==> config.mk <==
export PLATFORM = sky130hd
export DESIGN_NAME = blink_feat_ctrl
export DESIGN_NICKNAME = d
export VERILOG_FILES = /design/src/rtl/blink_feat_pkg.sv /design/src/rtl/blink_feat_reg.sv /design/src/rtl/blink_load_sync.sv /design/src/rtl/blink_timer.sv /design/src/rtl/blink_feat_ctrl.sv
export SDC_FILE = /design/constraint.sdc
export NUM_CORES = 1
export LEC_CHECK = 0
export ABC_AREA = 1
export BUFFER_PORTS_ARGS = -buffer_cell sky130_fd_sc_hd__buf_2
export CAP_MARGIN = 20
export CORE_UTILIZATION = 50
export CTS_CLUSTER_SIZE = 10
export DETAILED_ROUTE_END_ITERATION = 12
export PLACE_DENSITY = 0.75
export SETUP_SLACK_MARGIN = 0.2
export SLEW_MARGIN = 20
export SYNTH_ARGS = -nofsm -noshare
export SYNTH_HDL_FRONTEND = slang
export SYNTH_SLANG_ARGS = --single-unit
export TNS_END_PERCENT = 10
==> constraint.sdc <==
create_clock -name clk_i -period 1.3 [get_ports clk_i]
set_input_delay 0.195 -clock clk_i [delete_from_list [all_inputs] [get_ports clk_i]]
set_output_delay 0.195 -clock clk_i [all_outputs]
set_load 0.1 [all_outputs]
==> src/rtl/blink_feat_pkg.sv <==
package blink_feat_pkg;
  localparam int unsigned FEAT_W = 8;
  localparam logic [3:0] FEAT_ADDR = 4'hE;

  localparam int unsigned B_EXT_CLK = 0;
  localparam int unsigned B_SOFT_RST = 1;
  localparam int unsigned B_HEX = 2;
  localparam int unsigned B_SERIAL = 3;
  localparam int unsigned B_BLINK_EN = 4;
  localparam int unsigned B_SLOW = 5;
  localparam int unsigned B_SYNC = 6;
  localparam int unsigned B_START_ON = 7;
endpackage

==> src/rtl/blink_feat_reg.sv <==
module blink_feat_reg
  import blink_feat_pkg::*;
#(
  parameter int unsigned ADDR_W = 8
) (
  input  logic              clk_i,
  input  logic              rst_ni,
  input  logic              wr_en_i,
  input  logic [ADDR_W-1:0] wr_addr_i,
  input  logic [FEAT_W-1:0] wr_data_i,
  output logic [FEAT_W-1:0] feat_o
);
  logic              wr_hit;
  logic [FEAT_W-1:0] feat_q;

  assign wr_hit = wr_en_i && (wr_addr_i[3:0] == FEAT_ADDR);

  // the soft reset bit lives for one cycle only
  always_ff @(posedge clk_i or negedge rst_ni) begin
    if (!rst_ni) begin
      feat_q <= '0;
    end else if (wr_hit) begin
      feat_q <= wr_data_i;
    end else begin
      feat_q[B_SOFT_RST] <= 1'b0;
    end
  end

  assign feat_o = feat_q;

  AST_RST_CAUSE: assert property (@(posedge clk_i) disable iff (!rst_ni)
    $rose(feat_q[B_SOFT_RST]) |-> $past(wr_hit && wr_data_i[B_SOFT_RST]));
  AST_RST_SELF_CLEAR: assert property (@(posedge clk_i) disable iff (!rst_ni)
    (feat_q[B_SOFT_RST] && !wr_hit) |=> !feat_q[B_SOFT_RST]);
  AST_MISS_HOLDS: assert property (@(posedge clk_i) disable iff (!rst_ni)
    !wr_hit |=> (feat_q[7:2] == $past(feat_q[7:2])) && (feat_q[0] == $past(feat_q[0])));
endmodule

==> src/rtl/blink_load_sync.sv <==
module blink_load_sync #(
  parameter int unsigned STAGES = 2
) (
  input  logic clk_i,
  input  logic rst_ni,
  input  logic load_i,
  output logic rise_o
);
  logic [STAGES-1:0] sync_q;
  logic              prev_q;

  always_ff @(posedge clk_i or negedge rst_ni) begin
    if (!rst_ni) begin
      sync_q <= '0;
      prev_q <= 1'b0;
    end else begin
      sync_q <= {sync_q[STAGES-2:0], load_i};
      prev_q <= sync_q[STAGES-1];
    end
  end

  assign rise_o = sync_q[STAGES-1] & ~prev_q;

  AST_RISE_SINGLE: assert property (@(posedge clk_i) disable iff (!rst_ni)
    rise_o |=> !rise_o);
endmodule

==> src/rtl/blink_timer.sv <==
module blink_timer #(
  parameter int unsigned TICK_CYCLES = 12_500_000
) (
  input  logic clk_i,
  input  logic rst_ni,
  input  logic en_i,
  input  logic slow_i,
  input  logic sync_i,
  input  logic rise_i,
  output logic phase_o
);
  localparam int unsigned PRE_W = (TICK_CYCLES > 1) ? $clog2(TICK_CYCLES) : 1;
  localparam logic [PRE_W-1:0] PRE_MAX = PRE_W'(TICK_CYCLES - 1);

  logic [PRE_W-1:0] pre_q;
  logic             half_q;
  logic             phase_q;
  logic             clr;
  logic             tick;

  assign clr  = !en_i || (sync_i && rise_i);
  assign tick = (pre_q == PRE_MAX);

  always_ff @(posedge clk_i or negedge rst_ni) begin
    if (!rst_ni) begin
      pre_q   <= '0;
      half_q  <= 1'b0;
      phase_q <= 1'b0;
    end else if (clr) begin
      pre_q   <= '0;
      half_q  <= 1'b0;
      phase_q <= 1'b0;
    end else if (tick) begin
      pre_q <= '0;
      // long phase waits for a second tick
      if (half_q || !slow_i) begin
        phase_q <= ~phase_q;
        half_q  <= 1'b0;
      end else begin
        half_q <= 1'b1;
      end
    end else begin
      pre_q <= pre_q + 1'b1;
    end
  end

  assign phase_o = phase_q;

  AST_PRESCALE_RANGE: assert property (@(posedge clk_i) disable iff (!rst_ni)
    pre_q <= PRE_MAX);
  AST_PHASE_ON_TICK: assert property (@(posedge clk_i) disable iff (!rst_ni)
    (!clr && !tick) |=> $stable(phase_q));
  AST_CLEAR_RESTARTS: assert property (@(posedge clk_i) disable iff (!rst_ni)
    clr |=> (!phase_q && pre_q == '0));
endmodule

==> src/rtl/blink_feat_ctrl.sv <==
module blink_feat_ctrl
  import blink_feat_pkg::*;
#(
  parameter int unsigned ADDR_W      = 8,
  parameter int unsigned TICK_CYCLES = 12_500_000
) (
  input  logic              clk_i,
  input  logic              rst_ni,
  input  logic              wr_en_i,
  input  logic [ADDR_W-1:0] wr_addr_i,
  input  logic [7:0]        wr_data_i,
  input  logic              load_i,
  output logic [7:0]        feature_o,
  output logic              ext_clk_o,
  output logic              hex_mode_o,
  output logic              serial_en_o,
  output logic              soft_rst_o,
  output logic              disp_on_o
);
  logic [FEAT_W-1:0] feat;
  logic              load_rise;
  logic              phase;

  blink_feat_reg #(.ADDR_W(ADDR_W)) i_reg (
    .clk_i     (clk_i),
    .rst_ni    (rst_ni),
    .wr_en_i   (wr_en_i),
    .wr_addr_i (wr_addr_i),
    .wr_data_i (wr_data_i),
    .feat_o    (feat)
  );

  blink_load_sync #(.STAGES(2)) i_sync (
    .clk_i  (clk_i),
    .rst_ni (rst_ni),
    .load_i (load_i),
    .rise_o (load_rise)
  );

  blink_timer #(.TICK_CYCLES(TICK_CYCLES)) i_timer (
    .clk_i   (clk_i),
    .rst_ni  (rst_ni),
    .en_i    (feat[B_BLINK_EN]),
    .slow_i  (feat[B_SLOW]),
    .sync_i  (feat[B_SYNC]),
    .rise_i  (load_rise),
    .phase_o (phase)
  );

  assign feature_o   = feat;
  assign ext_clk_o   = feat[B_EXT_CLK];
  assign hex_mode_o  = feat[B_HEX];
  assign serial_en_o = feat[B_SERIAL];
  assign soft_rst_o  = feat[B_SOFT_RST];
  // timer phase 0 shows the chosen start phase
  assign disp_on_o   = !feat[B_BLINK_EN] || (phase ^ feat[B_START_ON]);
endmodule

==> reports/qor.txt <==
======================================================================================
Outcome ................................................................. finished with violations
Failing checks .......................................................... setup timing
Die area ................................................................ 0.00412 sq mm
RSZ-0062 raised after global routing ....................................          yes
Overall fraction of global-route tracks in use ..........................        21.7%
Placed insts ............................................................          333
First-pass GRT wire length .............................................. 6660 microns
Synthesized netlist cell count ..........................................          251
Slew Viols, Final .......................................................            0
Category of the worst setup path capture point ..........................   output pin
Via count of the first global-routing pass ..............................        1,495
Library cell with the largest summed area after synthesis ............... sky130_fd_sc_hd__dfrtp_1
Total number of nets in the final design ................................          320
TritonCTS Buffers .......................................................            5
Width of the die ........................................................ 64.2 microns
Vias after detailed routing .............................................        1,684
Distinct cell type count after synthesis ................................           27
Initial Util ............................................................        52.4%
Crit-path cells ......................................................... inv_4, a21oi_2, o21ai_4, buf_12
Top post-synthesis cells by area ........................................ sky130_fd_sc_hd__dfrtp_1, sky130_fd_sc_hd__nand2_1, sky130_fd_sc_hd__nor2_1, sky130_fd_sc_hd__inv_1, sky130_fd_sc_hd__buf_4
Pin count of the biggest net entering global routing ....................           20
Final setup violation count .............................................           17
Global route total overflow .............................................            0
Total number of yosys warnings ..........................................            0
Reg clk slew, reported paths ............................................      0.07 ns
Final Hold Viols ........................................................            0
Number of top-level pins ................................................           33
Detailed-router iteration count before antenna repair ...................            4
Crit Path Class ......................................................... flip-flop to output pin
VDD IR-drop max .........................................................       927 uV
Static leakage ..........................................................      1.23 nW
Htree depth .............................................................            2
Worst endpoint required time ............................................      1.11 ns
Data arrival time at the worst-slack endpoint ...........................      1.18 ns
Detailed-route wire length .............................................. 4300 microns
Average via count per standard cell .....................................         4.84
Average wire per standard cell .......................................... 12.4 microns
Delay contributed by the slowest stage of the critical path .............      0.49 ns
Commonest cells after routing, fill and taps aside ...................... sky130_fd_sc_hd__nand2_1, sky130_fd_sc_hd__nor2_1, sky130_fd_sc_hd__dfrtp_1
Max cap viols ...........................................................            0
Final period util .......................................................         106%
Actual transition at the worst max-transition pin .......................     0.443 ns
# clock sinks ...........................................................           37
Post-synth net total ....................................................          272
Place WS ................................................................   -0.0807 ns
Number of flip-flops and latches in the synthesized netlist .............           37
Core Footprint .......................................................... 0.00369 sq mm
CTS tree ................................................................          yes
Detailed Place HPWL ..................................................... 2850 microns
Count of input and output buffers .......................................           28
Area growth from synthesis to final layout ..............................        36.2%
P per Cell Area ......................................................... 1360 mW/mm^2
Maximum buffer depth of the clock tree ..................................            2
Vertical extent of the die .............................................. 64.2 microns
Post-Syn Area ........................................................... 0.00193 sq mm
Fin Clk Skew ............................................................   0.00486 ns
Post-route DRC violation count ..........................................            0
Maximum fanout along the worst path .....................................            3
Clock period minus worst slack ..........................................      1.38 ns
Smallest setup slack after layout .......................................   -0.0790 ns
Relative slew slack .....................................................        70.4%
Worst-path cell with the longest stage delay ............................ sky130_fd_sc_hd__dfrtp_4
Starting DRT DRC Count ..................................................          109
Diode count .............................................................            0
Most common library cell in the layout ignoring fill and taps ........... sky130_fd_sc_hd__nand2_1
Share of Yosys cell area claimed by the top area cell type ..............        47.9%
Latest clock arrival within the worst-skew pair .........................      0.29 ns
Maximum clock frequency .................................................    0.725 GHz
Worst setup SP type .....................................................    flip-flop
Remaining antenna violation count after routing .........................            0
Rows ....................................................................           22
Number of antenna violations at the first check in global routing .......            0
Sequential area share after synthesis ...................................        47.9%
Final cell count without fillers ........................................          348
Weighted congestion reported at the end of routability-driven placement .        0.841
Fraction of final layout cells with drive strength greater than 1 .......        32.7%
Hold WC Path Type ....................................................... input pin to flip-flop
Mean Syn Cell Area ......................................................   7.70 sq um
Clock root buffer ....................................................... sky130_fd_sc_hd__clkbuf_8
======================================================================================
==> layer usage <==
| metal | part of all wire (%) | track usage [%] | routed length [microns] | vias up |
|---|---|---|---|---|
| met2 | 51 | 35.9 | 2200 | 39 |
| met3 | 4.5 | 4.29 | 193 | 9 |
| met1 | 42 | 27.3 | 1830 | 783 |
| li1 | - | - | - | 853 |
| met5 | 0 | 0 | 0 | - |
| met4 | 1.9 | 10.0 | 82 | 0 |
==> what timing repair did <==
| item | 4_1_cts | 5_1_grt |
|---|---|---|
| gates cloned | 0 | 0 |
| setup buffers | 2 | 4 |
| pin swaps | 8 | 6 |
| endpoints found under the setup margin | 38 | 39 |
| endpoints found under the hold margin | 17 | 0 |
| resized for setup | 27 | 23 |
| hold buffers | 1 | 0 |
==> kinds of logic (layout without fill, tap and decap cells) <==
family / after synthesis / after routing / share of synthesized area (%)
AND/OR/NAND/NOR: 153 / 153 / 34.5
flip-flops: 37 / 37 / 47.9
buffers and inverters: 38 / 87 / 9.26
AO/OA/AOI/OAI: 13 / 13 / 3.56
XOR/XNOR: 9 / 9 / 4.08
adder cells (fa/ha/maj): 1 / 1 / 0.648
==> critical path: cells and delay by family, from the launching register on <==
| kind | cells | cell delay [ns] |
|---|---|---|
| buffers and inverters | 2 | 0.27 |
| AOI/OAI and AO/OA | 2 | 0.14 |
| DFF | 1 | 0.49 |
==> stage by stage <==
step                      utilization, %  total power, mW  setup TNS (ns)  hold WS, ns  area, sq um
after detailed placement            62.7             2.65          -0.856        0.162         2310
final                               71.3             3.57          -0.341      0.00501         2630
after CTS                           68.0             3.53          -0.331     0.000324         2510
after global routing                71.3             3.73           -2.11      0.00322         2630
after global placement              62.7             2.63          -0.305        0.157         2310
after floorplan                        -             2.28          -0.113       -0.101         1970
==> state kept, by name, summed over array words and instances, names as in the netlist <==
name / cells
i_timer.half_q: 1
i_timer.phase_o: 1
i_reg.feat_o: 8
i_timer.pre_q: 24
i_sync.prev_q: 1
i_sync.sync_q: 2
==> power by group <==
part	switching (mW)	internal [mW]	leakage [nW]
logic	0.905	0.513	0.700
clock network	0.399	0.371	0.0450
registers	0.118	1.27	0.483
==> cell type report <==
class                   instances  area (sq um)
clock buffers                   6          72.6
flip-flops and latches         37           943
clock inverters                 2          10.0
fillers                       281          1060
inverters                      28           113
well taps                      48          60.1
multi-input cells             176           915
repair buffers                 51           518
==> final timing paths <==
| kind | slack (ns) | start | depth (start not counted) | endpoint |
|---|---|---|---|---|
| max in group asynchronous | 0.40 | rst_ni | 3 | i_reg.feat_o[7] |
| min reg2reg | 0.35 | i_sync.sync_q[0] | 0 | i_sync.sync_q[1] |
| min | 0.005 | load_i | 1 | i_sync.sync_q[0] |
| min in group asynchronous | 0.37 | rst_ni | 2 | i_timer.pre_q[23] |
| max reg2reg | -0.05 | i_timer.pre_q[0] | 8 | i_timer.pre_q[20] |
| max | -0.08 | i_reg.feat_o[7] | 4 | disp_on_o |
==> synth_stat cells, drive strengths merged <==
master / n
nand3: 11
nand3b: 1
nand2: 72
nor2: 59
nor3b: 1
xor2: 5
buf: 10
o21ai: 7
a31oi: 1
ha: 1
a21oi: 4
nand4: 2
xnor2: 4
nor3: 7
o21bai: 1
inv: 28
dfrtp: 37
(Power assumes the default switching activity.)
